**src/rtl/ped_slicer_pkg.sv**
```systemverilog
package ped_slicer_pkg;
  typedef logic [1:0] axis_idx_t;

  localparam axis_idx_t AX_M3 = 2'd0;
  localparam axis_idx_t AX_M1 = 2'd1;
  localparam axis_idx_t AX_P1 = 2'd2;
  localparam axis_idx_t AX_P3 = 2'd3;

  localparam int SYM_W = 4;
endpackage

```
**src/rtl/axis_slicer.sv**
```systemverilog
module axis_slicer
  import ped_slicer_pkg::*;
#(
  parameter int B_W = 12,
  parameter int R_W = 11
) (
  input  logic signed [B_W-1:0] x,
  input  logic        [R_W-1:0] r,
  output axis_idx_t             idx
);
  localparam int C_W = ((B_W > R_W + 1) ? B_W : R_W + 1) + 1;

  logic signed [C_W-1:0] xw;
  logic signed [C_W-1:0] thr;

  assign xw  = {{(C_W-B_W){x[B_W-1]}}, x};
  assign thr = {{(C_W-R_W-1){1'b0}}, r, 1'b0};

  // boundaries at 0 and +/-2R; equality resolves upward
  always_comb begin
    if (xw >= thr)            idx = AX_P3;
    else if (!xw[C_W-1])      idx = AX_P1;
    else if (xw >= -thr)      idx = AX_M1;
    else                      idx = AX_M3;
  end
endmodule

```
**src/rtl/ped_lane.sv**
```systemverilog
module ped_lane
  import ped_slicer_pkg::*;
#(
  parameter int B_W = 12,
  parameter int R_W = 11,
  parameter int D_W = 18
) (
  input  logic signed [B_W-1:0]   b_re,
  input  logic signed [B_W-1:0]   b_im,
  input  logic        [R_W-1:0]   r,
  input  logic        [D_W-1:0]   d_par,
  input  logic                    force_en,
  input  logic        [SYM_W-1:0] force_sym,
  output logic        [SYM_W-1:0] sym,
  output logic        [D_W-1:0]   d_out
);
  localparam int E_W  = ((B_W > R_W + 2) ? B_W : R_W + 2) + 2;
  localparam int SQ_W = 2 * E_W;
  localparam int S_W  = ((SQ_W > D_W) ? SQ_W : D_W) + 2;

  axis_idx_t slice_re, slice_im;
  axis_idx_t pick_re, pick_im;

  axis_slicer #(.B_W(B_W), .R_W(R_W)) u_sl_re (.x(b_re), .r(r), .idx(slice_re));
  axis_slicer #(.B_W(B_W), .R_W(R_W)) u_sl_im (.x(b_im), .r(r), .idx(slice_im));

  assign sym     = force_en ? force_sym : {slice_re, slice_im};
  assign pick_re = sym[3:2];
  assign pick_im = sym[1:0];

  logic signed [E_W-1:0] r_one, r_three;
  assign r_one   = {{(E_W-R_W){1'b0}}, r};
  assign r_three = r_one + (r_one <<< 1);

  function automatic logic signed [E_W-1:0] scaled(axis_idx_t k,
                                                   logic signed [E_W-1:0] one,
                                                   logic signed [E_W-1:0] three);
    case (k)
      AX_M3:   scaled = -three;
      AX_M1:   scaled = -one;
      AX_P1:   scaled = one;
      default: scaled = three;
    endcase
  endfunction

  logic signed [E_W-1:0]  e_re, e_im;
  logic signed [SQ_W-1:0] sq_re, sq_im;
  logic        [S_W-1:0]  sum;

  assign e_re  = {{(E_W-B_W){b_re[B_W-1]}}, b_re} - scaled(pick_re, r_one, r_three);
  assign e_im  = {{(E_W-B_W){b_im[B_W-1]}}, b_im} - scaled(pick_im, r_one, r_three);
  assign sq_re = e_re * e_re;
  assign sq_im = e_im * e_im;

  assign sum = {{(S_W-D_W){1'b0}}, d_par}
             + {{(S_W-SQ_W){1'b0}}, sq_re}
             + {{(S_W-SQ_W){1'b0}}, sq_im};

  assign d_out = (sum > {{(S_W-D_W){1'b0}}, {D_W{1'b1}}}) ? {D_W{1'b1}} : sum[D_W-1:0];
endmodule

```
**src/rtl/node_ped_slicer.sv**
```systemverilog
module node_ped_slicer
  import ped_slicer_pkg::*;
#(
  parameter int LANES = 4,
  parameter int B_W   = 12,
  parameter int R_W   = 11,
  parameter int D_W   = 18
) (
  input  logic                   clk,
  input  logic                   rst_n,
  input  logic                   in_valid,
  output logic                   in_ready,
  input  logic                   full_expand,
  input  logic [LANES*SYM_W-1:0] force_idx,
  input  logic [R_W-1:0]         r_diag,
  input  logic [LANES*B_W-1:0]   b_re,
  input  logic [LANES*B_W-1:0]   b_im,
  input  logic [LANES*D_W-1:0]   d_parent,
  output logic                   out_valid,
  input  logic                   out_ready,
  output logic [LANES*SYM_W-1:0] sym_idx,
  output logic [LANES*D_W-1:0]   d_child
);
  logic [LANES*SYM_W-1:0] sym_nxt;
  logic [LANES*D_W-1:0]   d_nxt;

  for (genvar l = 0; l < LANES; l++) begin : g_lane
    ped_lane #(.B_W(B_W), .R_W(R_W), .D_W(D_W)) u_lane (
      .b_re      (b_re[l*B_W +: B_W]),
      .b_im      (b_im[l*B_W +: B_W]),
      .r         (r_diag),
      .d_par     (d_parent[l*D_W +: D_W]),
      .force_en  (full_expand),
      .force_sym (force_idx[l*SYM_W +: SYM_W]),
      .sym       (sym_nxt[l*SYM_W +: SYM_W]),
      .d_out     (d_nxt[l*D_W +: D_W])
    );
  end

  assign in_ready = !out_valid || out_ready;

  always_ff @(posedge clk) begin
    if (!rst_n) begin
      out_valid <= 1'b0;
      sym_idx   <= '0;
      d_child   <= '0;
    end else if (in_ready) begin
      out_valid <= in_valid;
      if (in_valid) begin
        sym_idx <= sym_nxt;
        d_child <= d_nxt;
      end
    end
  end
endmodule

```
**config.mk**
```make
export PLATFORM = sky130hd
export DESIGN_NAME = node_ped_slicer
export DESIGN_NICKNAME = d
export VERILOG_FILES = /design/src/rtl/ped_slicer_pkg.sv /design/src/rtl/axis_slicer.sv /design/src/rtl/ped_lane.sv /design/src/rtl/node_ped_slicer.sv
export SDC_FILE = /design/constraint.sdc
export NUM_CORES = 2
export LEC_CHECK = 0
export BUFFER_PORTS_ARGS = -buffer_cell sky130_fd_sc_hd__buf_2
export CAP_MARGIN = 25
export CORE_MARGIN = 1.5
export CORE_UTILIZATION = 60
export CTS_BUF_LIST = sky130_fd_sc_hd__clkbuf_16
export CTS_CLUSTER_DIAMETER = 30
export DETAILED_ROUTE_END_ITERATION = 16
export PLACE_DENSITY = 0.77
export SLEW_MARGIN = 20
export SYNTH_ARGS = -nofsm -noshare
export SYNTH_HDL_FRONTEND = slang
export SYNTH_SLANG_ARGS = --single-unit
```
**constraint.sdc**
```tcl
create_clock -name clk -period 19.5 [get_ports clk]
set_input_delay 2.925 -clock clk [delete_from_list [all_inputs] [get_ports clk]]
set_output_delay 2.925 -clock clk [all_outputs]
set_load 0.02 [all_outputs]
```
==> out/results.ini <==
[status]
outcome = finished, final reports clean

[clock_tree]
ctsHoldBuffers = 0
clk_pin_slew_worst_paths_ps = 100
cts_buffer_depth = 2
cts_made_buffers = 9
cts_tree = built
clkLatencyLatePin_ps = 460
clock-sinks = 89
htreeDepth = 3
root_buffer = clkbuf_16

[synth]
ys_seq_elements = 89
synthCells = 10500
syn-cell-area_mm2 = 0.0884
yosysTopAreaCell = fa_1
synthFlopType = dfxtp_1
synth_nets = 13400
syn_area_per_cell_um2 = 8.43
async_flop_share_pct = 0
ys_seq_area_share_pct = 2.02
ys_types = 119
synth_warnings = 0
synth_edf_count = 0
synthTopCellsByArea = fa_1, ha_1, inv_1
yosysTopAreaCellShare_pct = 36.1

[global_route]
grt_util_all_layers_pct = 38.1
grt_max_degree = 70
grt_pass1_wl_um = 445000
grt_pass1_vias = 78900
grt_overflow_total = 0
antenna_found_initial = 76

[final_layout]
utilization_pct = 64.0
fillCellCount = 12400
nNetsFinal = 13700
drive_above_1_share_pct = 6.74
regArea_mm2 = 0.00178
multi_input_comb_area_mm2 = 0.0774
area_growth_pct = 5.58

[timing]
rsz0062_at_grt = false
finalMaxSlewViolations = 0
worst-slew-pin-transition_ps = 1100
final.setup.tns_ps = 0
fmax_mhz = 53.9
hold_viol = 0
relSlewSlack_pct = 26.3
skew_ps = 28.0
period_share_pct = 95.1
setup_viol = 0
period_needed_ps = 18540
timing.final.ws_setup_ps = 961

[setup_path]
r2r-start = out_valid
critPathArrivalTime_ps = 18860
critPathLaunch = r_diag[1]
critPathKind = input port to register
cp-start-kind = input port
end_kind = register
path_delay_family = adder cells
critPathSlowestCell = fa_1
crit_fanout = 21
slowest_delay_ps = 570
crit_buf_inv = 10
worstPathRequired_ps = 19820

[floorplanning]
dieArea_mm2 = 0.150
initial_utilization_pct = 60.6
core_area_mm2 = 0.146
pin_count = 290
rows = 140
die_w_um = 387
die_h_um = 387

[drt]
via_per_inst = 5.98
ant_nets = 0
vias = 75800
remaining_drc_errors = 0
drtIter0Drc = 6354
drt_wl_total_um = 281000
routedWlPerCell_um = 22.2
drt_pass1_iterations = 6

[place]
place_hpwl_um = 236000
port_buffers = 289
gp_congestion = 1.03
dp_slack_ps = 77.9

[flow_run]
drv_cap = 0

[min_path]
min_from = sym_idx[8]
min_path_type = register to register

-- worst reg2reg max path: cells and delay by family (launching register included) --
family	cells	cell delay, ps
buffers and inverters	2	530
AOI/OAI and AO/OA	4	1260
and+or+nand+nor	6	920
DFF	1	320
-- cells by family after synthesis --
group	synth area share [%]
mux	1.97
fa+ha+maj	52.5
xor+xnor	5.62
buf+inv	10.7
flops	2.02
compound gates	13.6
simple gates	13.7
-- per-stage QoR --
stage               area (µm²)  hold WS (ps)  instances
finish                   93300           490      12700
global route             93300           514      12700
CTS                      93100           486      12600
detailed placement       92700           472      12600
global placement         92700           457      12600
floorplan                88400           541      10500
-- path summary, 6_finish.rpt --
check / endpoint / slack, ps / depth (start not counted)
max: d_child[63] / 960 / 68
min: sym_idx[8] / 490 / 2
max reg2reg: d_child[31] / 16380 / 12
min reg2reg: sym_idx[8] / 490 / 2
-- synthesized netlist by cell type (41+ instances only) --
cell type / n
a31oi_1: 62
ha_1: 1158
nand4_1: 61
buf_2: 41
inv_1: 2157
mux2i_1: 126
nand2b_1: 86
clkbuf_1: 199
nand2_1: 893
a211oi_1: 54
and2_1: 52
nor2b_1: 97
o21ai_0: 388
xnor2_1: 401
nor2_1: 824
o21bai_1: 53
o211ai_1: 46
nor3_1: 143
or3_1: 57
a21o_1: 186
nand3_1: 161
dfxtp_1: 89
o21a_1: 123
xor2_1: 161
a21oi_1: 461
fa_1: 1593
-- layout by cell type, fill, tap and decap left out, types with 52 or more instances in the layout --
cell / count
o21ai_0: 386
dfxtp_1: 89
nor3_1: 143
a31oi_1: 60
nand3_1: 161
xnor2_1: 394
a21oi_1: 460
inv_1: 2156
ha_1: 1158
nor2_1: 824
nand2_1: 891
a211oi_1: 52
nand4_1: 61
buf_2: 289
mux2i_1: 125
buf_4: 202
a21o_1: 186
xor2_1: 159
nand2b_1: 86
o21bai_1: 53
nor2b_1: 97
fa_1: 1593
or3_1: 57
o21a_1: 123
-- per-layer routing --
layer	wire length [µm]	vias up	GRT usage [%]
met5	365	-	0.0957
met4	14500	58	17.1
met3	28200	768	9.34
met2	126000	3361	59.5
met1	112000	37200	49.9
li1	-	34400	-
-- layout make-up --
class,instances,area share [%]
Multi-Input combinational cell,7914,82.9
Inverter,2213,8.92
Timing Repair Buffer,491,3.17
Tap cell,1917,2.57
Sequential cell,89,1.91
Clock buffer,9,0.241
Antenna cell,51,0.137
Clock inverter,7,0.102
-- registers in the layout (all words and copies together) (netlist names) --
signal and count:
sym_idx 16, out_valid 1, d_child 72
-- repair_timing --
| action | 4_1_cts | 5_1_grt |
|---|---|---|
| setup buffers | 0 | 3 |
| setup endpoints to repair | 0 | 72 |
| gates resized for setup | 0 | 22 |
Power is left out: the tool's default activity adds up to more than one toggle a clock period on the data nets, which glitch-free logic cannot reach.
